--- config.mk ---
export PLATFORM = sky130hd
export DESIGN_NAME = mdio_mgmt_master
export DESIGN_NICKNAME = d
export VERILOG_FILES = /design/src/rtl/mdio_pkg.sv /design/src/rtl/mdio_mdc_gen.sv /design/src/rtl/mdio_frame_seq.sv /design/src/rtl/mdio_mgmt_master.sv
export SDC_FILE = /design/constraint.sdc
export NUM_CORES = 1
export LEC_CHECK = 0
export BUFFER_PORTS_ARGS = -buffer_cell sky130_fd_sc_hd__buf_2
export CORE_MARGIN = 2
export CORE_UTILIZATION = 55
export DETAILED_ROUTE_END_ITERATION = 10
export HOLD_SLACK_MARGIN = 0.12
export PLACE_DENSITY = 0.75
export SLEW_MARGIN = 20
export SYNTH_ARGS = -nofsm -noshare
export SYNTH_HDL_FRONTEND = slang
export SYNTH_SLANG_ARGS = --single-unit
--- constraint.sdc ---
create_clock -name clk -period 3.45 [get_ports clk]
set_input_delay 0.1725 -clock clk [delete_from_list [all_inputs] [get_ports clk]]
set_output_delay 0.1725 -clock clk [all_outputs]
set_load 0.01 [all_outputs]
--- src/rtl/mdio_pkg.sv ---
package mdio_pkg;

    localparam int FRAME_LEN = 64;
    localparam int IDX_W     = $clog2(FRAME_LEN);
    localparam int DATA_W    = 16;
    localparam int PRE_LEN   = 32;
    localparam int HDR_LEN   = 14;
    localparam int TA_LEN    = 2;

    localparam logic [IDX_W-1:0] PRE_LAST = IDX_W'(PRE_LEN - 1);
    localparam logic [IDX_W-1:0] HDR_LAST = IDX_W'(PRE_LEN + HDR_LEN - 1);
    localparam logic [IDX_W-1:0] TA_LAST  = IDX_W'(PRE_LEN + HDR_LEN + TA_LEN - 1);
    localparam logic [IDX_W-1:0] DAT_LAST = IDX_W'(FRAME_LEN - 1);

    typedef enum logic [2:0] {
        ST_IDLE,
        ST_PRE,
        ST_HDR,
        ST_TA,
        ST_DAT,
        ST_FIN
    } seq_state_e;

    typedef struct packed {
        logic              go;
        logic              spare;
        logic [4:0]        dev;
        logic [4:0]        port;
        logic [1:0]        op;
        logic [1:0]        st;
        logic [DATA_W-1:0] data;
    } cmd_word_t;

    function automatic logic [FRAME_LEN-1:0] build_frame(input cmd_word_t c);
        return {{PRE_LEN{1'b1}}, c.st, c.op, c.port, c.dev, 2'b10, c.data};
    endfunction

endpackage

--- src/rtl/mdio_mdc_gen.sv ---
module mdio_mdc_gen #(
    parameter int DIV_W = 8
) (
    input  logic             clk,
    input  logic             rst_n,
    input  logic             en,
    input  logic [DIV_W-1:0] half,
    output logic             mdc,
    output logic             rise,
    output logic             fall
);

    localparam logic [DIV_W-1:0] CNT_ONE = DIV_W'(1);

    logic [DIV_W-1:0] cnt_q;
    logic [DIV_W-1:0] limit;
    logic             mdc_q;
    logic             tick;

    always_comb begin
        limit = (half == '0) ? '0 : (half - CNT_ONE);
        tick  = en && (cnt_q == limit);
        rise  = tick && !mdc_q;
        fall  = tick && mdc_q;
        mdc   = mdc_q;
    end

    always_ff @(posedge clk or negedge rst_n) begin
        if (!rst_n) begin
            cnt_q <= '0;
            mdc_q <= 1'b0;
        end else if (!en) begin
            cnt_q <= '0;
            mdc_q <= 1'b0;
        end else if (tick) begin
            cnt_q <= '0;
            mdc_q <= ~mdc_q;
        end else begin
            cnt_q <= cnt_q + CNT_ONE;
        end
    end

    // clock parked low whenever no frame runs
    a_r8_mdc_parked_low: assert property (@(posedge clk) disable iff (!rst_n)
        !en |-> !mdc_q);

    // MDC only moves on a divider tick
    a_r8_mdc_holds_between_ticks: assert property (@(posedge clk) disable iff (!rst_n)
        (en && !tick) |=> $stable(mdc_q));

endmodule

--- src/rtl/mdio_frame_seq.sv ---
module mdio_frame_seq
    import mdio_pkg::*;
(
    input  logic              clk,
    input  logic              rst_n,
    input  logic              start,
    input  cmd_word_t         cmd,
    input  logic              rise,
    input  logic              fall,
    input  logic              mdio_i,
    output logic              active,
    output logic              done,
    output logic [DATA_W-1:0] rd_data,
    output logic              mdio_o,
    output logic              mdio_oe
);

    seq_state_e            state_q, state_d;
    logic [IDX_W-1:0]      idx_q, idx_d;
    logic [FRAME_LEN-1:0]  frame_q;
    logic                  is_read_q;
    logic [DATA_W-1:0]     shift_q;
    logic                  cur_bit;

    assign cur_bit = frame_q[IDX_W'(FRAME_LEN - 1) - idx_q];

    // next-state logic
    always_comb begin
        state_d = state_q;
        idx_d   = idx_q;
        unique case (state_q)
            ST_IDLE: begin
                if (start) begin
                    state_d = ST_PRE;
                    idx_d   = '0;
                end
            end
            ST_PRE: begin
                if (rise) begin
                    idx_d = idx_q + 1'b1;
                    if (idx_q == PRE_LAST) state_d = ST_HDR;
                end
            end
            ST_HDR: begin
                if (rise) begin
                    idx_d = idx_q + 1'b1;
                    if (idx_q == HDR_LAST) state_d = ST_TA;
                end
            end
            ST_TA: begin
                if (rise) begin
                    idx_d = idx_q + 1'b1;
                    if (idx_q == TA_LAST) state_d = ST_DAT;
                end
            end
            ST_DAT: begin
                if (rise) begin
                    idx_d = idx_q + 1'b1;
                    if (idx_q == DAT_LAST) state_d = ST_FIN;
                end
            end
            ST_FIN: begin
                if (fall) state_d = ST_IDLE;
            end
            default: state_d = ST_IDLE;
        endcase
    end

    // state register and datapath
    always_ff @(posedge clk or negedge rst_n) begin
        if (!rst_n) begin
            state_q   <= ST_IDLE;
            idx_q     <= '0;
            frame_q   <= '0;
            is_read_q <= 1'b0;
            shift_q   <= '0;
        end else begin
            state_q <= state_d;
            idx_q   <= idx_d;
            if (state_q == ST_IDLE && start) begin
                frame_q   <= build_frame(cmd);
                is_read_q <= cmd.op[1];
            end
            if (state_q == ST_DAT && rise && is_read_q) begin
                shift_q <= {shift_q[DATA_W-2:0], mdio_i};
            end
        end
    end

    // outputs
    always_comb begin
        mdio_o  = 1'b0;
        mdio_oe = 1'b0;
        unique case (state_q)
            ST_IDLE, ST_FIN: begin
                mdio_o  = 1'b0;
                mdio_oe = 1'b0;
            end
            ST_PRE, ST_HDR: begin
                mdio_o  = cur_bit;
                mdio_oe = 1'b1;
            end
            ST_TA, ST_DAT: begin
                mdio_oe = !is_read_q;
                mdio_o  = is_read_q ? 1'b0 : cur_bit;
            end
            default: begin
                mdio_o  = 1'b0;
                mdio_oe = 1'b0;
            end
        endcase
        active  = (state_q != ST_IDLE);
        done    = (state_q == ST_FIN) && fall;
        rd_data = shift_q;
    end

    // master off the line during a read turnaround and data field
    a_r7_read_released: assert property (@(posedge clk) disable iff (!rst_n)
        ((state_q == ST_TA || state_q == ST_DAT) && is_read_q) |-> !mdio_oe);

    // write turnaround is driven 1 then 0
    a_r6_ta_driven: assert property (@(posedge clk) disable iff (!rst_n)
        (state_q == ST_TA && !is_read_q) |-> (mdio_oe && (mdio_o == (idx_q == HDR_LAST + 1'b1))));

    // line only moves together with a rising MDC edge
    a_r8_mdio_moves_on_rise: assert property (@(posedge clk) disable iff (!rst_n)
        (state_q != ST_IDLE && state_q != ST_FIN && $past(state_q) != ST_IDLE && !$stable(mdio_o))
            |-> $past(rise));

    // preamble is all ones
    a_r3_preamble_ones: assert property (@(posedge clk) disable iff (!rst_n)
        (state_q == ST_PRE) |-> (mdio_oe && mdio_o));

endmodule

--- src/rtl/mdio_mgmt_master.sv ---
module mdio_mgmt_master
    import mdio_pkg::*;
#(
    parameter int DIV_W = 8
) (
    input  logic             clk,
    input  logic             rst_n,
    input  logic [DIV_W-1:0] mdc_half,
    input  logic             reg_wr,
    input  logic [31:0]      reg_wdata,
    output logic [31:0]      reg_rdata,
    output logic             mdc,
    input  logic             mdio_i,
    output logic             mdio_o,
    output logic             mdio_oe
);

    cmd_word_t         cmd_q;
    cmd_word_t         wr_cmd;
    logic              busy;
    logic              accept;
    logic              start;
    logic              active;
    logic              done;
    logic              rise;
    logic              fall;
    logic [DATA_W-1:0] rd_data;

    always_comb begin
        wr_cmd    = cmd_word_t'(reg_wdata);
        busy      = cmd_q.go;
        accept    = reg_wr && !busy;
        start     = accept && wr_cmd.go;
        reg_rdata = 32'(cmd_q);
    end

    always_ff @(posedge clk or negedge rst_n) begin
        if (!rst_n) begin
            cmd_q <= '0;
        end else if (accept) begin
            cmd_q <= wr_cmd;
        end else if (done) begin
            cmd_q.go <= 1'b0;
            if (cmd_q.op[1]) cmd_q.data <= rd_data;
        end
    end

    mdio_mdc_gen #(.DIV_W(DIV_W)) i_clkgen (
        .clk  (clk),
        .rst_n(rst_n),
        .en   (active),
        .half (mdc_half),
        .mdc  (mdc),
        .rise (rise),
        .fall (fall)
    );

    mdio_frame_seq i_seq (
        .clk    (clk),
        .rst_n  (rst_n),
        .start  (start),
        .cmd    (wr_cmd),
        .rise   (rise),
        .fall   (fall),
        .mdio_i (mdio_i),
        .active (active),
        .done   (done),
        .rd_data(rd_data),
        .mdio_o (mdio_o),
        .mdio_oe(mdio_oe)
    );

    // fields frozen while a frame is in flight
    a_r10_fields_frozen: assert property (@(posedge clk) disable iff (!rst_n)
        busy |=> $stable(cmd_q[30:16]));

    // accepted go write raises busy
    a_r2_launch_sets_busy: assert property (@(posedge clk) disable iff (!rst_n)
        start |=> busy);

    // busy drops only on frame completion
    a_r9_clear_on_done: assert property (@(posedge clk) disable iff (!rst_n)
        $fell(cmd_q.go) |-> $past(done));

    // busy and the sequencer agree
    a_r2_busy_tracks_seq: assert property (@(posedge clk) disable iff (!rst_n)
        busy |-> active);

endmodule

* After elaboration in Yosys (flattened, before gate mapping)
Index checks and enable logic that the tools add are counted.
** Operators by class
- Add/subtract/negate cells :: 4
- $lt $le $gt $ge :: 1
- Equal/unequal tests :: 22
- Muxes and demuxes :: 29
- Bitwise logic cells :: 1
- Reductions and logical operators :: 24
** Operators with widths (number)
- two-way mux 16 bit :: 3
- two-way mux 3 bit :: 10
- two-way mux 8 bit :: 3
- inequality test 2 x 1 -> 1 bit (second input constant) :: 11
- == test 6 bit (second input constant) :: 3
- one-hot mux 3 bit (6 select lines) :: 1
- two-way mux 6 bit :: 2
- one-hot mux 6 bit (2 select lines) :: 1
- AND reduction 10 bit :: 1
- logical AND 1 bit :: 9
- adder 8 x 1 -> 8 bit (second input constant) :: 1
- == test 8 bit :: 1
- logical NOT 8 bit :: 1
- subtractor 8 x 1 -> 8 bit (second input constant) :: 1
- < comparator 6 x 7 -> 1 bit (second input constant) :: 1
- adder 6 x 1 -> 6 bit (second input constant) :: 1
- binary-select mux 1 bit (select 6 bit) :: 1
- == test 3 x 2 -> 1 bit (second input constant) :: 2
- == test 3 bit (second input constant) :: 2
- == test 6 x 5 -> 1 bit (second input constant) :: 1
- two-way mux 1 bit :: 6
- nonzero test 2 bit :: 3
- subtractor 6 bit (first input constant) :: 1
- one-hot mux 1 bit (2 select lines) :: 2
- 10 further kinds :: 13
** Word-level totals
- Register bits :: 99
- Input port bits :: 44
- Output and inout bits :: 35
- Word-level logic and storage cells :: 95

* Longest topological paths before layout
Gate-level depths: netlist of the first run.
- Word-level depth :: 8
- Depth in mapped cells :: 13
- Mapped depth without buffers :: 10

* Hierarchy
From an unflattened synthesis of the first run, not the netlist that was laid out.
** Second synthesis, totals
- Cells, all modules :: 403
- Area, all modules :: 5127.4 µm²
** Modules (own cells, without submodules)
- mdio_frame_seq :: times used 1, cells each 210, area each 2773.9 µm²
- mdio_mgmt_master :: times used 1, cells each 90, area each 1475.2 µm²
- mdio_mdc_gen :: times used 1, cells each 103, area each 878.3 µm²

* Least setup slack after synthesis of the first run
Ideal clock, no wire load.
- Path type :: input -> register
- Start :: in mdc_half[0]
- End :: reg i_seq.shift_q[0], in the netlist i_seq.rd_data[0]
- Setup time :: 125 ps
- Data arrival time :: 2950 ps
- Data required time :: 3325 ps
- Slack :: 375 ps
- Stages :: 11
- Buffers on the path :: 2
- Cell sequence :: inv_1 ha_1 or4b_1 buf_2 nand2b_4 mux2i_1 a2111oi_2 nand4_4 nor4_4 buf_6 mux2_4
** On the way
- Longest elaborated chain between the ends :: 7
** RTL lines
- from (decl) :: line mdio_mgmt_master.sv:8 : input logic [DIV_W-1:0] mdc_half,
- subtractor 8 x 1 -> 8 bit or logical NOT 8 bit (tied branches) :: line mdio_mdc_gen.sv:21 : limit = (half == '0) ? '0 : (half - CNT_ONE);
- two-way mux 8 bit (*) :: line mdio_mdc_gen.sv:21
- == test 8 bit (*) :: line mdio_mdc_gen.sv:22 : tick = en && (cnt_q == limit);
- logical AND 1 bit (*) :: line mdio_mdc_gen.sv:22
- logical AND 1 bit (*) :: line mdio_mdc_gen.sv:23 : rise = tick && !mdc_q;
- logical AND 1 bit (*) (2 in series) :: line mdio_frame_seq.sv:84 : if (state_q == ST_DAT && rise && is_read_q) begin
- to (signal assigned) :: line mdio_frame_seq.sv:85 : shift_q <= {shift_q[DATA_W-2:0], mdio_i};
- to (decl) :: line mdio_frame_seq.sv:22 : logic [DATA_W-1:0] shift_q;
Mark *: on every way between the ends. The rest lies on a longest branch, timed or not.
A chain may end at the register's enable or synchronous reset.

* Worst setup path after layout of the first run
- Start :: reg i_seq.idx_q[0]
- End :: out mdio_o
** On the way
- Longest elaborated chain between the ends :: 5
** RTL lines
- from (decl) :: line mdio_frame_seq.sv:19 : logic [IDX_W-1:0] idx_q, idx_d;
- from (signal assigned) :: line mdio_frame_seq.sv:79 : idx_q <= idx_d;
- subtractor 6 bit (*) :: line mdio_frame_seq.sv:25 : assign cur_bit = frame_q[IDX_W'(FRAME_LEN - 1) - idx_q];
- binary-select mux 1 bit (select 6 bit) (*) :: line mdio_frame_seq.sv:25
- two-way mux 1 bit (implied by the code) (*) :: line mdio_frame_seq.sv:25
- two-way mux 1 bit :: line mdio_frame_seq.sv:105 : mdio_o = is_read_q ? 1'b0 : cur_bit;
- one-hot mux 1 bit (2 select lines) (*) :: line mdio_frame_seq.sv:94 : unique case (state_q)
- to (decl) :: line mdio_mgmt_master.sv:14 : output logic mdio_o,
Mark *: on every way between the ends. The rest lies on a longest branch, timed or not. The select of a mux whose other input is x is not followed.

==> out/qor.txt, run 1 <==
FLOORPLANNING
------------------------------------------------------------------------------------------
Effective utilization at floorplan ..........................................        56.8%
Die footprint ...............................................................     9830 um2
Die Height ..................................................................      99.2 um
I/O pins ....................................................................           79
Placeable core area .........................................................     8760 um2
Floorplan die width .........................................................      99.2 um
Core Rows ...................................................................           34

SYNTHESIS
------------------------------------------------------------------------------------------
Cells after Synth ...........................................................          479
Proportion of register bits with asynchronous set or reset after synthesis ..         100%
Area share of the largest cell type after synthesis .........................        48.7%
Top post-synthesis cells by count ........................................... nand2_1 (116), dfrtp_1 (97), clkbuf_1 (23)
Commonest register cell after synthesis .....................................      dfrtp_1
Most area-consuming cells after synthesis ................................... dfrtp_1 (49%), nand2_1 (8.7%), mux2_2 (5.0%)
Most frequently used cell type in the post-synthesis netlist ................      nand2_1
Most area-hungry cell type in the Yosys netlist .............................      dfrtp_1
Synthesized area per cell ...................................................     10.4 um2
Total nets after synthesis ..................................................          527
Post-synth cell types .......................................................           61
Post-Synthesis Cell Area ....................................................     4980 um2
Number of enable-type register cells in the synthesized netlist .............            0
Synth Warn # ................................................................            0
Number of flip-flops and latches in the synthesized netlist .................           97
Fraction of the yosys area taken by sequential cells ........................        48.7%

LAYOUT
------------------------------------------------------------------------------------------
Layout Area Growth over Synthesis ...........................................        20.8%
Number of antenna diodes ....................................................            0
Number of nets at the end of the flow .......................................          626
Final non-filler cell area ..................................................     6020 um2
Fraction of final layout cells sized beyond drive strength 1 ................        26.4%

GRT
------------------------------------------------------------------------------------------
Maximum number of pins on one net before global-route repair ................           84
GRT Util Overall ............................................................        24.0%
Global-route congestion overflow total ......................................            0
Initial antenna violation count .............................................            0
Via count of the first global-routing pass ..................................         3873
First-pass GRT wire length ..................................................     18800 um

PLACEMENT
------------------------------------------------------------------------------------------
Placed wire-length estimate .................................................      7370 um
Placer Congestion ...........................................................        0.834
Setup Slack @ Placement .....................................................     0.176 ns
Area after DPL ..............................................................     5450 um2
Port Buf Inserts ............................................................           78

CRITICAL PATH
------------------------------------------------------------------------------------------
Nature of the critical path startpoint ......................................         flop
Crit Path Class .............................................................   reg -> out
Reg-to-reg slack, setup .....................................................      0.68 ns
Kind of capture point of the worst setup path ............................... primary output
Reg2Reg Depth ...............................................................            9
R2R Path Start .............................................................. i_clkgen.cnt_q[5]$_DFF_PN0_
Worst endpoint data arrival time ............................................      2.79 ns
Crit path max fanout ........................................................           17
Endpoint of the worst register-to-register path ............................. reg_rdata[15]$_DFFE_PN0P_
Worst EP required ...........................................................      3.28 ns

DRT
------------------------------------------------------------------------------------------
TritonRoute pass-1 iters ....................................................            4
Detailed Route Iter0 Violations .............................................          184
Total wire length ...........................................................     11000 um
Average routed wire per standard cell .......................................      15.9 um
Vias per std cell ...........................................................         5.64
Detailed-route via count ....................................................         3900
Post-route DRC ..............................................................            0
Antenna-violating nets left .................................................            0

MIN PATH
------------------------------------------------------------------------------------------
Cells on Worst Hold Path ....................................................            4
Type of the tightest min-delay check ........................................    in -> reg
Worst-case hold path end point .............................................. reg_rdata[14]$_DFFE_PN0P_
Start point of the worst min-delay path .....................................       reg_wr

PWR
------------------------------------------------------------------------------------------
Total power .................................................................      3.65 mW
Lkg Pwr .....................................................................      2.96 nW
Pwr/cell area ...............................................................   606 nW/um2
Maximum vdd drop ............................................................   0.000288 V

CLOCK TREE
------------------------------------------------------------------------------------------
Resized Gates After CTS .....................................................            0
Maximum buffer depth of the clock tree ......................................            2
Count of H-tree levels built during CTS .....................................            3
Clock tree sinks ............................................................           97
Count of buffers added by post-CTS timing repair for setup ..................            0
Clock tree from TritonCTS ...................................................          yes
Clock edge transition at the registers on the reported setup and hold paths .      0.09 ns
Clock latency at the later pin of the worst-skew pair .......................      0.37 ns
Master cell of the clock root buffer ........................................     clkbuf_8
Number of buffers added by the clock tree synthesis step ....................            9

TIMING
------------------------------------------------------------------------------------------
Final setup slack of the worst path .........................................     0.486 ns
Pin slew with the least headroom to its limit ...............................     0.767 ns
Total Negative Setup Slacks .................................................         0 ns
Unrepaired setup endpoints after global routing .............................        false
Hold Violations, Final ......................................................            0
Fraction of the cycle the final worst path needs ............................        85.9%
Max Freq ....................................................................    0.337 GHz
Skew final ..................................................................    0.0104 ns
Number of slew-limit violations in the final report .........................            0
Final setup violation count .................................................            0
Min Clock Period, post-route ................................................      2.96 ns
Worst-case headroom to the max-slew limit ...................................        48.9%

STATUS
------------------------------------------------------------------------------------------
Status ...................................................................... finished clean

FLOW RUN
------------------------------------------------------------------------------------------
# Max-Cap Violations ........................................................            0

[through the flow]
stage                     std cells  hold WS [ns]  util [%]
final                           691         0.295      68.7
after global routing            691         0.317      68.7
after CTS                       691         0.285      68.6
after detailed placement        641         0.385      62.2
after global placement          641         0.382      62.2
after floorplan                 479        -0.123         -
[cell families after synthesis]
logic type,Yosys count,synth area share [%]
AND/OR/NAND/NOR,204,20.1
flip-flops,97,48.7
multiplexers,62,16.3
AO/OA/AOI/OAI,57,7.74
buffers and inverters,39,3.32
XOR/XNOR,16,2.81
adder cells (fa/ha/maj),4,1.00
[power by group]
part | switching (mW) | leakage, nW | total [mW] | internal, mW
sequential | 0.307 | 1.23 | 1.74 | 1.43
combinational | 0.506 | 1.62 | 1.08 | 0.571
clock | 0.402 | 0.114 | 0.836 | 0.434
total | 1.21 | 2.96 | 3.65 | 2.43
[metal layers]
layer | share of wire [%] | GRT usage, % | wire length [um]
met3 | 3.9 | 4.08 | 429
met1 | 44 | 33.2 | 4880
met2 | 50 | 38.4 | 5460
met4 | 2.0 | 9.38 | 216
met5 | 0 | 0 | 0
[state kept, by name (all words and copies together) (netlist names)]
signal and cells:
i_seq.rd_data 16, i_clkgen.mdc 1, i_clkgen.cnt_q 8, i_seq.state_q 3, i_seq.idx_q 6, i_seq.frame_q 31, reg_rdata 31, busy 1
[critical path, stage by stage (launching register included)]
cell	delay (ns)
dfrtp_1	0.85
mux4_2	0.60
mux4_2	0.50
mux2i_1	0.16
nand2_1	0.07
o211a_1	0.11
buf_2	0.13
[layout by cell type (no fill, tap or decap), types with 6 or more instances in the layout]
cell type,netlist,routed
nand2_1,116,116
dfrtp_1,97,97
buf_2,3,77
dlygate4sd3_1,0,34
mux2_2,22,22
mux2i_1,21,21
nor2_1,20,20
nand3_1,15,15
o21ai_0,14,14
o21ai_1,11,11
mux2_4,10,10
clkbuf_8,0,10
mux4_2,9,9
xnor2_1,9,9
inv_1,8,8
nand2b_1,8,8
a21oi_1,7,7
xor2_1,7,7
buf_4,2,6
[worst max path at each step]
stage	cells past startpoint	start	to
global placement	11	mdc_half[0]	i_seq.rd_data[13]$_DFFE_PN0P_
detailed placement	11	mdc_half[0]	i_seq.rd_data[13]$_DFFE_PN0P_
global route	6	i_seq.idx_q[0]$_DFFE_PN0P_	mdio_o
CTS	6	i_seq.idx_q[0]$_DFFE_PN0P_	mdio_o
finish	6	i_seq.idx_q[0]$_DFFE_PN0P_	mdio_o
floorplan	11	mdc_half[0]	i_seq.rd_data[0]$_DFFE_PN0P_
[timing repair]
item,4_1_cts,5_1_grt
endpoints found under the setup margin,0,0
hold endpoints to repair,145,0
hold buffers,34,0
[layout make-up]
| cell class | instances | area [um2] |
|---|---|---|
| Clock buffer | 11 | 141 |
| Clock inverter | 5 | 86.3 |
| Fill cell | 652 | 2750 |
| Inverter | 8 | 30.0 |
| Multi-Input combinational cell | 343 | 2400 |
| Sequential cell | 97 | 2430 |
| Tap cell | 108 | 135 |
| Timing Repair Buffer | 119 | 802 |
Note: power is estimated with default switching activity, not from simulation.
==> run 2, diff against run 1 <==
CORE_UTILIZATION = 57   (was 55)
PLACE_DENSITY = 0.77   (was 0.75)
==> run 2 against run 1 <==
Core utilization is 0.76 points higher; sequential cell count is the same; largest power group unchanged; clock power is 16% lower; register-to-register slack is essentially flat; critical endpoint unchanged; combinational power hardly changed; routed wire length down 0.59%.
==> out/qor.txt, run 2 (synthesized netlist as in run 1, its figures left out) <==
CRITICAL PATH
------------------------------------------------------------------------------------------
Worst endpoint data arrival time ............................................      2.75 ns   -0.04 ns
Buffers plus inverters on the worst setup path ..............................            1   unchanged
Kind of capture point of the worst setup path ............................... primary output
Endpoint of the worst register-to-register path ............................. reg_rdata[15]$_DFFE_PN0P_
R2R Path Start .............................................................. i_clkgen.cnt_q[5]$_DFF_PN0_
Crit path max-delay family .................................................. multiplexers
Nature of the critical path startpoint ......................................         flop
Crit path max fanout ........................................................           17   unchanged
Reg-to-reg slack, setup .....................................................      0.67 ns   about the same
Reg2Reg Depth ...............................................................            9   unchanged
Cell repeated most along the worst path .....................................       mux4_2
Largest stage delay, worst path .............................................      0.84 ns   about the same
Worst path slowest cell .....................................................      dfrtp_1
CP cell instances ........................................................... mux4_2, mux4_2, mux2i_1, nand2_1, o211a_1, buf_2
Crit Path Class .............................................................   reg -> out
Worst EP required ...........................................................      3.28 ns   about the same

GRT
------------------------------------------------------------------------------------------
Initial antenna violation count .............................................            0   unchanged
Global-route congestion overflow total ......................................            0   unchanged
GRT Util Overall ............................................................        24.0%   about the same
First-pass GRT wire length ..................................................     18500 um   -1.3%
Via count of the first global-routing pass ..................................         3893   +0.52%
Maximum number of pins on one net before global-route repair ................           76   -9.5%

TIMING
------------------------------------------------------------------------------------------
Total Negative Setup Slacks .................................................         0 ns   unchanged
Skew final ..................................................................   0.00660 ns   -0.00378 ns
Worst-case headroom to the max-slew limit ...................................        37.2%   -12 points
Pin slew with the least headroom to its limit ...............................     0.942 ns   +0.175 ns
Number of slew-limit violations in the final report .........................            0   unchanged
Fraction of the cycle the final worst path needs ............................        84.8%   -1.1 points
Hold Violations, Final ......................................................            0   unchanged
Min Clock Period, post-route ................................................      2.93 ns   -0.0379 ns
Unrepaired setup endpoints after global routing .............................        false
Max Freq ....................................................................    0.342 GHz   +1.3%
Final setup violation count .................................................            0   unchanged

MIN PATH
------------------------------------------------------------------------------------------
Type of the tightest min-delay check ........................................    in -> reg
Cells on Worst Hold Path ....................................................            4   unchanged
Start point of the worst min-delay path .....................................       reg_wr
Worst-case hold path end point .............................................. reg_rdata[14]$_DFFE_PN0P_

DRT
------------------------------------------------------------------------------------------
Detailed Route Iter0 Violations .............................................          206   +12%
Detailed-route via count ....................................................         3872   -0.72%
Vias per std cell ...........................................................         5.62   -0.43%
TritonRoute pass-1 iters ....................................................            5   +1
Average routed wire per standard cell .......................................      15.9 um   -0.30%
Total wire length ...........................................................     10900 um   -0.59%
Antenna-violating nets left .................................................            0   unchanged
Post-route DRC ..............................................................            0   unchanged

LAYOUT
------------------------------------------------------------------------------------------
Number of inserted filler cells in the final layout .........................          655   +0.46%
Area used by multi-input combinational logic ................................     2400 um2   unchanged
Fraction of final layout cells sized beyond drive strength 1 ................        26.3%   -0.081 points
Sequential cell area in the final layout ....................................     2430 um2   unchanged
Top library cells by usage in the layout, fill and taps aside ............... nand2_1 (116), dfrtp_1 (97), buf_2 (77)
Most common cell after layout, fill and taps aside ..........................      nand2_1
Number of antenna diodes ....................................................            0   unchanged
Number of nets at the end of the flow .......................................          626   unchanged
Layout Area Growth over Synthesis ...........................................        19.8%
Util after Layout ...........................................................        69.4%   +0.76 points

PLACEMENT
------------------------------------------------------------------------------------------
Placer Congestion ...........................................................        0.844   +1.2%
Port Buf Inserts ............................................................           78   unchanged
Placed wire-length estimate .................................................      7460 um   +1.1%

STATUS
------------------------------------------------------------------------------------------
Status ...................................................................... finished clean

CLOCK TREE
------------------------------------------------------------------------------------------
Master cell of the clock root buffer ........................................     clkbuf_8
Clock latency at the later pin of the worst-skew pair .......................      0.36 ns   about the same
Clock tree sinks ............................................................           97   unchanged
Clock tree from TritonCTS ...................................................          yes
Resized Gates After CTS .....................................................            0   unchanged
Count of H-tree levels built during CTS .....................................            3   unchanged
Number of buffers added by the clock tree synthesis step ....................            9   unchanged
Clock edge transition at the registers on the reported setup and hold paths .      0.08 ns   about the same
Maximum buffer depth of the clock tree ......................................            2   unchanged

FLOORPLANNING
------------------------------------------------------------------------------------------
Effective utilization at floorplan ..........................................        58.0%   +1.1 points
Die Height ..................................................................      97.5 um   -1.7%
Core Rows ...................................................................           34   unchanged
Die footprint ...............................................................     9500 um2   -3.4%
Placeable core area .........................................................     8590 um2   -1.9%
Floorplan die width .........................................................      97.5 um   -1.7%
I/O pins ....................................................................           79   unchanged

FLOW RUN
------------------------------------------------------------------------------------------
# Max-Cap Violations ........................................................            0   unchanged

PWR
------------------------------------------------------------------------------------------
Pwr/cell area ...............................................................   589 nW/um2   -2.8%
Lkg Pwr .....................................................................      2.94 nW   -0.81%
Maximum vdd drop ............................................................   0.000305 V   +5.8%

## run 2: cell count changes in the layout (fill, tap and decap cells not counted), sizes merged
cell / change
bufinv: -1
clkinvlp: +1
clkbuf: -2
## run 2: how the worst max path moves through the flow
stage | start | endpoint | slack [ns] | cells after the start
global route | i_seq.idx_q[0]$_DFFE_PN0P_ | mdio_o | 0.35 | 6
global placement | mdc_half[0] | i_seq.rd_data[9]$_DFFE_PN0P_ | 0.30 | 11
detailed placement | mdc_half[0] | i_seq.rd_data[11]$_DFFE_PN0P_ | 0.23 | 11
floorplan | mdc_half[0] | i_seq.rd_data[0]$_DFFE_PN0P_ | 0.38 | 11
finish | i_seq.idx_q[0]$_DFFE_PN0P_ | mdio_o | 0.52 | 6
CTS | i_seq.idx_q[0]$_DFFE_PN0P_ | mdio_o | 0.50 | 6
## run 2: power by group
group | leakage (nW) | internal, mW | switching, mW
combinational | 1.62 | 0.571 | 0.506
clock | 0.0913 | 0.327 | 0.378
sequential | 1.23 | 1.43 | 0.303
## run 2: routing by layer
metal  track usage, %  vias to the layer above  wire length (um)
li1                 -                     1851                 -
met3             4.75                       14               452
met5                0                        -                 0
met2             40.1                       96              5630
met1             32.2                     1911              4700
met4             7.16                        0               139
## run 2: per-stage QoR
stage | hold WS (ns) | instances | worst slack (ns) | instance area (um2) | total power, mW
6_report | 0.318 | 689 | 0.523 | 5970 | 3.51
2_1_floorplan | -0.123 | 479 | 0.375 | 4980 | 2.40
5_1_grt | 0.340 | 689 | 0.345 | 5970 | 3.75
3_5_place_dp | 0.382 | 641 | 0.226 | 5450 | 2.80
4_1_cts | 0.308 | 689 | 0.503 | 5970 | 3.54
3_3_place_gp | 0.371 | 641 | 0.299 | 5450 | 2.74
## run 2: cell type report
cell class | count | share of cell area (%)
sequential | 97 | 40.7
multi-input combinational | 343 | 40.2
timing repair buffer | 119 | 13.4
tap | 108 | 2.26
clock buffer | 9 | 2.08
clock inverter | 5 | 0.944
inverter | 8 | 0.503
## run 2: repair_timing
item,4_1_cts,5_1_grt
hold buffers,34,0
setup buffers,0,0
hold endpoints to repair,137,0
## run 2: tightest hold or removal path, cell delays in order
cell and delay, ns:
buf_2 0.10, nor2b_4 0.20, nand2_1 0.10, o21ai_1 0.06
==> run 3, diff against run 2 <==
CORE_UTILIZATION = 51   (was 57)
PLACE_DENSITY = 0.73   (was 0.77)
clock period = 2.57 ns   (was 3.45 ns; I/O delays follow)
==> run 3 against run 2 <==
Clock power rose by 41%; die area rose by 11%; combinational power increased by 56%; register-to-register slack worse by 0.53 ns; largest power group unchanged; non-clock buffer count up 27; core utilization decreased by 3.6 points; via count is 3.6% higher; clock skew is 0.0024 ns higher; routed wire length up 8.3%; sequential share of layout area is 2.4 points lower; largest cell class is now multi-input gates; critical path depth is 1 higher.
==> out/qor.txt, run 3 (synthesized netlist as in run 1, its figures left out) <==
STATUS
------------------------------------------------------------------------------------------
Status ...................................................................... finished clean

LAYOUT
------------------------------------------------------------------------------------------
Most common cell after layout, fill and taps aside ..........................      nand2_1
Fraction of final layout cells sized beyond drive strength 1 ................        31.7%   +5.4 points
Number of nets at the end of the flow .......................................          653   +4.3%
Area used by multi-input combinational logic ................................     2470 um2   +3.2%
Layout Area Growth over Synthesis ...........................................        27.4%
Final non-filler cell area ..................................................     6350 um2   +6.4%
Number of inserted filler cells in the final layout .........................          794   +21%
Top library cells by usage in the layout, fill and taps aside ............... nand2_1 (116), dfrtp_1 (96), buf_2 (77)
Number of antenna diodes ....................................................            0   unchanged
Sequential cell area in the final layout ....................................     2430 um2   about the same
Util after Layout ...........................................................        65.8%   -3.6 points

PLACEMENT
------------------------------------------------------------------------------------------
Placer Congestion ...........................................................        0.862   +2.0%
Setup Slack @ Placement .....................................................    -0.332 ns   -0.557 ns
Placed wire-length estimate .................................................      8070 um   +8.2%
Area after DPL ..............................................................     5720 um2   +5.0%
Port Buf Inserts ............................................................           78   unchanged

CLOCK TREE
------------------------------------------------------------------------------------------
Number of buffers added by the clock tree synthesis step ....................            9   unchanged
Clock tree sinks ............................................................           97   unchanged
Clock tree from TritonCTS ...................................................          yes
Maximum buffer depth of the clock tree ......................................            2   unchanged
Clock edge transition at the registers on the reported setup and hold paths .      0.09 ns   about the same
Count of H-tree levels built during CTS .....................................            3   unchanged
Master cell of the clock root buffer ........................................     clkbuf_8
Clock latency at the later pin of the worst-skew pair .......................      0.35 ns   about the same

CRITICAL PATH
------------------------------------------------------------------------------------------
Crit path max fanout ........................................................            5   -12
Reg2Reg Depth ...............................................................            9   unchanged
Reg-to-reg slack, setup .....................................................      0.14 ns   -0.53 ns
Nature of the critical path startpoint ......................................         flop
Crit Path Class .............................................................   reg -> out
Worst endpoint data arrival time ............................................      2.39 ns   -0.36 ns
Worst EP required ...........................................................      2.44 ns   -0.84 ns
Kind of capture point of the worst setup path ............................... primary output

DRT
------------------------------------------------------------------------------------------
Antenna-violating nets left .................................................            0   unchanged
Post-route DRC ..............................................................            0   unchanged
Detailed-route via count ....................................................         4013   +3.6%
TritonRoute pass-1 iters ....................................................            4   -1
Vias per std cell ...........................................................         5.41   -3.8%
Detailed Route Iter0 Violations .............................................          218   +5.8%
Average routed wire per standard cell .......................................      15.9 um   +0.52%
Total wire length ...........................................................     11800 um   +8.3%

FLOORPLANNING
------------------------------------------------------------------------------------------
I/O pins ....................................................................           79   unchanged
Floorplan die width .........................................................       103 um   +5.5%
Die footprint ...............................................................    10600 um2   +11%
Placeable core area .........................................................     9640 um2   +12%
Die Height ..................................................................       103 um   +5.5%
Core Rows ...................................................................           36   +5.9%
Effective utilization at floorplan ..........................................        51.7%   -6.3 points

GRT
------------------------------------------------------------------------------------------
Via count of the first global-routing pass ..................................         4047   +4.0%
Initial antenna violation count .............................................            0   unchanged
Maximum number of pins on one net before global-route repair ................           67   -12%
First-pass GRT wire length ..................................................     19100 um   +2.8%
Global-route congestion overflow total ......................................            0   unchanged
GRT Util Overall ............................................................        23.0%   -1.0 points

TIMING
------------------------------------------------------------------------------------------
Unrepaired setup endpoints after global routing .............................         true
Final setup violation count .................................................            0   unchanged
Number of slew-limit violations in the final report .........................            0   unchanged
Min Clock Period, post-route ................................................      2.52 ns
Pin slew with the least headroom to its limit ...............................     0.857 ns   -0.0848 ns
Max Freq ....................................................................    0.398 GHz
Fraction of the cycle the final worst path needs ............................        97.9%
Final setup slack of the worst path .........................................    0.0549 ns   -0.468 ns
Hold Violations, Final ......................................................            0   unchanged
Total Negative Setup Slacks .................................................         0 ns   unchanged
Skew final ..................................................................   0.00903 ns   +0.00243 ns
Worst-case headroom to the max-slew limit ...................................        42.9%   +5.7 points

MIN PATH
------------------------------------------------------------------------------------------
Type of the tightest min-delay check ........................................    in -> reg
Cells on Worst Hold Path ....................................................            3   -1

FLOW RUN
------------------------------------------------------------------------------------------
# Max-Cap Violations ........................................................            0   unchanged

PWR
------------------------------------------------------------------------------------------
Lkg Pwr .....................................................................      3.10 nW   +5.5%
Pwr/cell area ...............................................................   781 nW/um2   +33%
Maximum vdd drop ............................................................   0.000449 V   +47%
Total power .................................................................      4.95 mW   +41%

[run 3: changes by cell type in the layout (fill, tap and decap cells not counted), sizes merged]
cell	delta
clkinvlp	-1
clkbuf	+3
buf	+26
[run 3: cell type report]
cell class / instances / share of cell area, %
Tap cell: 133 / 2.62
Clock inverter: 4 / 0.828
Multi-Input combinational cell: 343 / 39.0
Clock buffer: 11 / 2.23
Inverter: 8 / 0.749
Sequential cell: 97 / 38.3
Timing Repair Buffer: 146 / 16.4
[run 3: power breakdown]
group	switching [mW]	internal, mW
clock	0.522	0.476
sequential	0.347	1.92
combinational	0.808	0.880
[run 3: worst max-delay path: stages, from the launching register on]
cell and delay (ns):
dfrtp_1 0.39, buf_6 0.15, mux4_2 0.50, mux4_2 0.51, mux2i_1 0.15, nand2_1 0.08, o211a_1 0.12, buf_2 0.14
[run 3: worst paths after layout]
path | from | to
worst max-delay path | i_seq.idx_q[0]$_DFFE_PN0P_ | mdio_o
worst min-delay path | reg_wr | reg_rdata[19]$_DFFE_PN0P_
worst max register to register | i_clkgen.cnt_q[5]$_DFF_PN0_ | reg_rdata[13]$_DFFE_PN0P_
worst min register to register | i_seq.frame_q[12]$_DFFE_PN0P_ | i_seq.frame_q[12]$_DFFE_PN0P_
max in group asynchronous | rst_n | i_seq.frame_q[11]$_DFFE_PN0P_
min in group asynchronous | rst_n | i_clkgen.cnt_q[0]$_DFF_PN0_
[run 3: metrics by stage]
stage                     hold slack, ns  cells
after floorplan                   -0.167    479
after global routing               0.259    742
after detailed placement           0.296    690
final                              0.260    742
after CTS                          0.243    740
after global placement             0.281    690
[run 3: repair_timing]
action                                  4_1_cts  5_1_grt
hold buffers                                 34        0
pin swaps                                     1        3
gates resized for setup                       2       10
endpoints found under the hold margin       127        0
endpoints found under the setup margin        2       38
cloned                                        0        1
setup buffers                                 1        1
[run 3: routing by layer]
layer	track usage [%]	wire, um	vias to the layer above
met3	3.80	521	17
met1	31.3	5200	1974
met5	0	0	-
met4	7.29	176	0
li1	-	-	1914
met2	38.2	5930	108
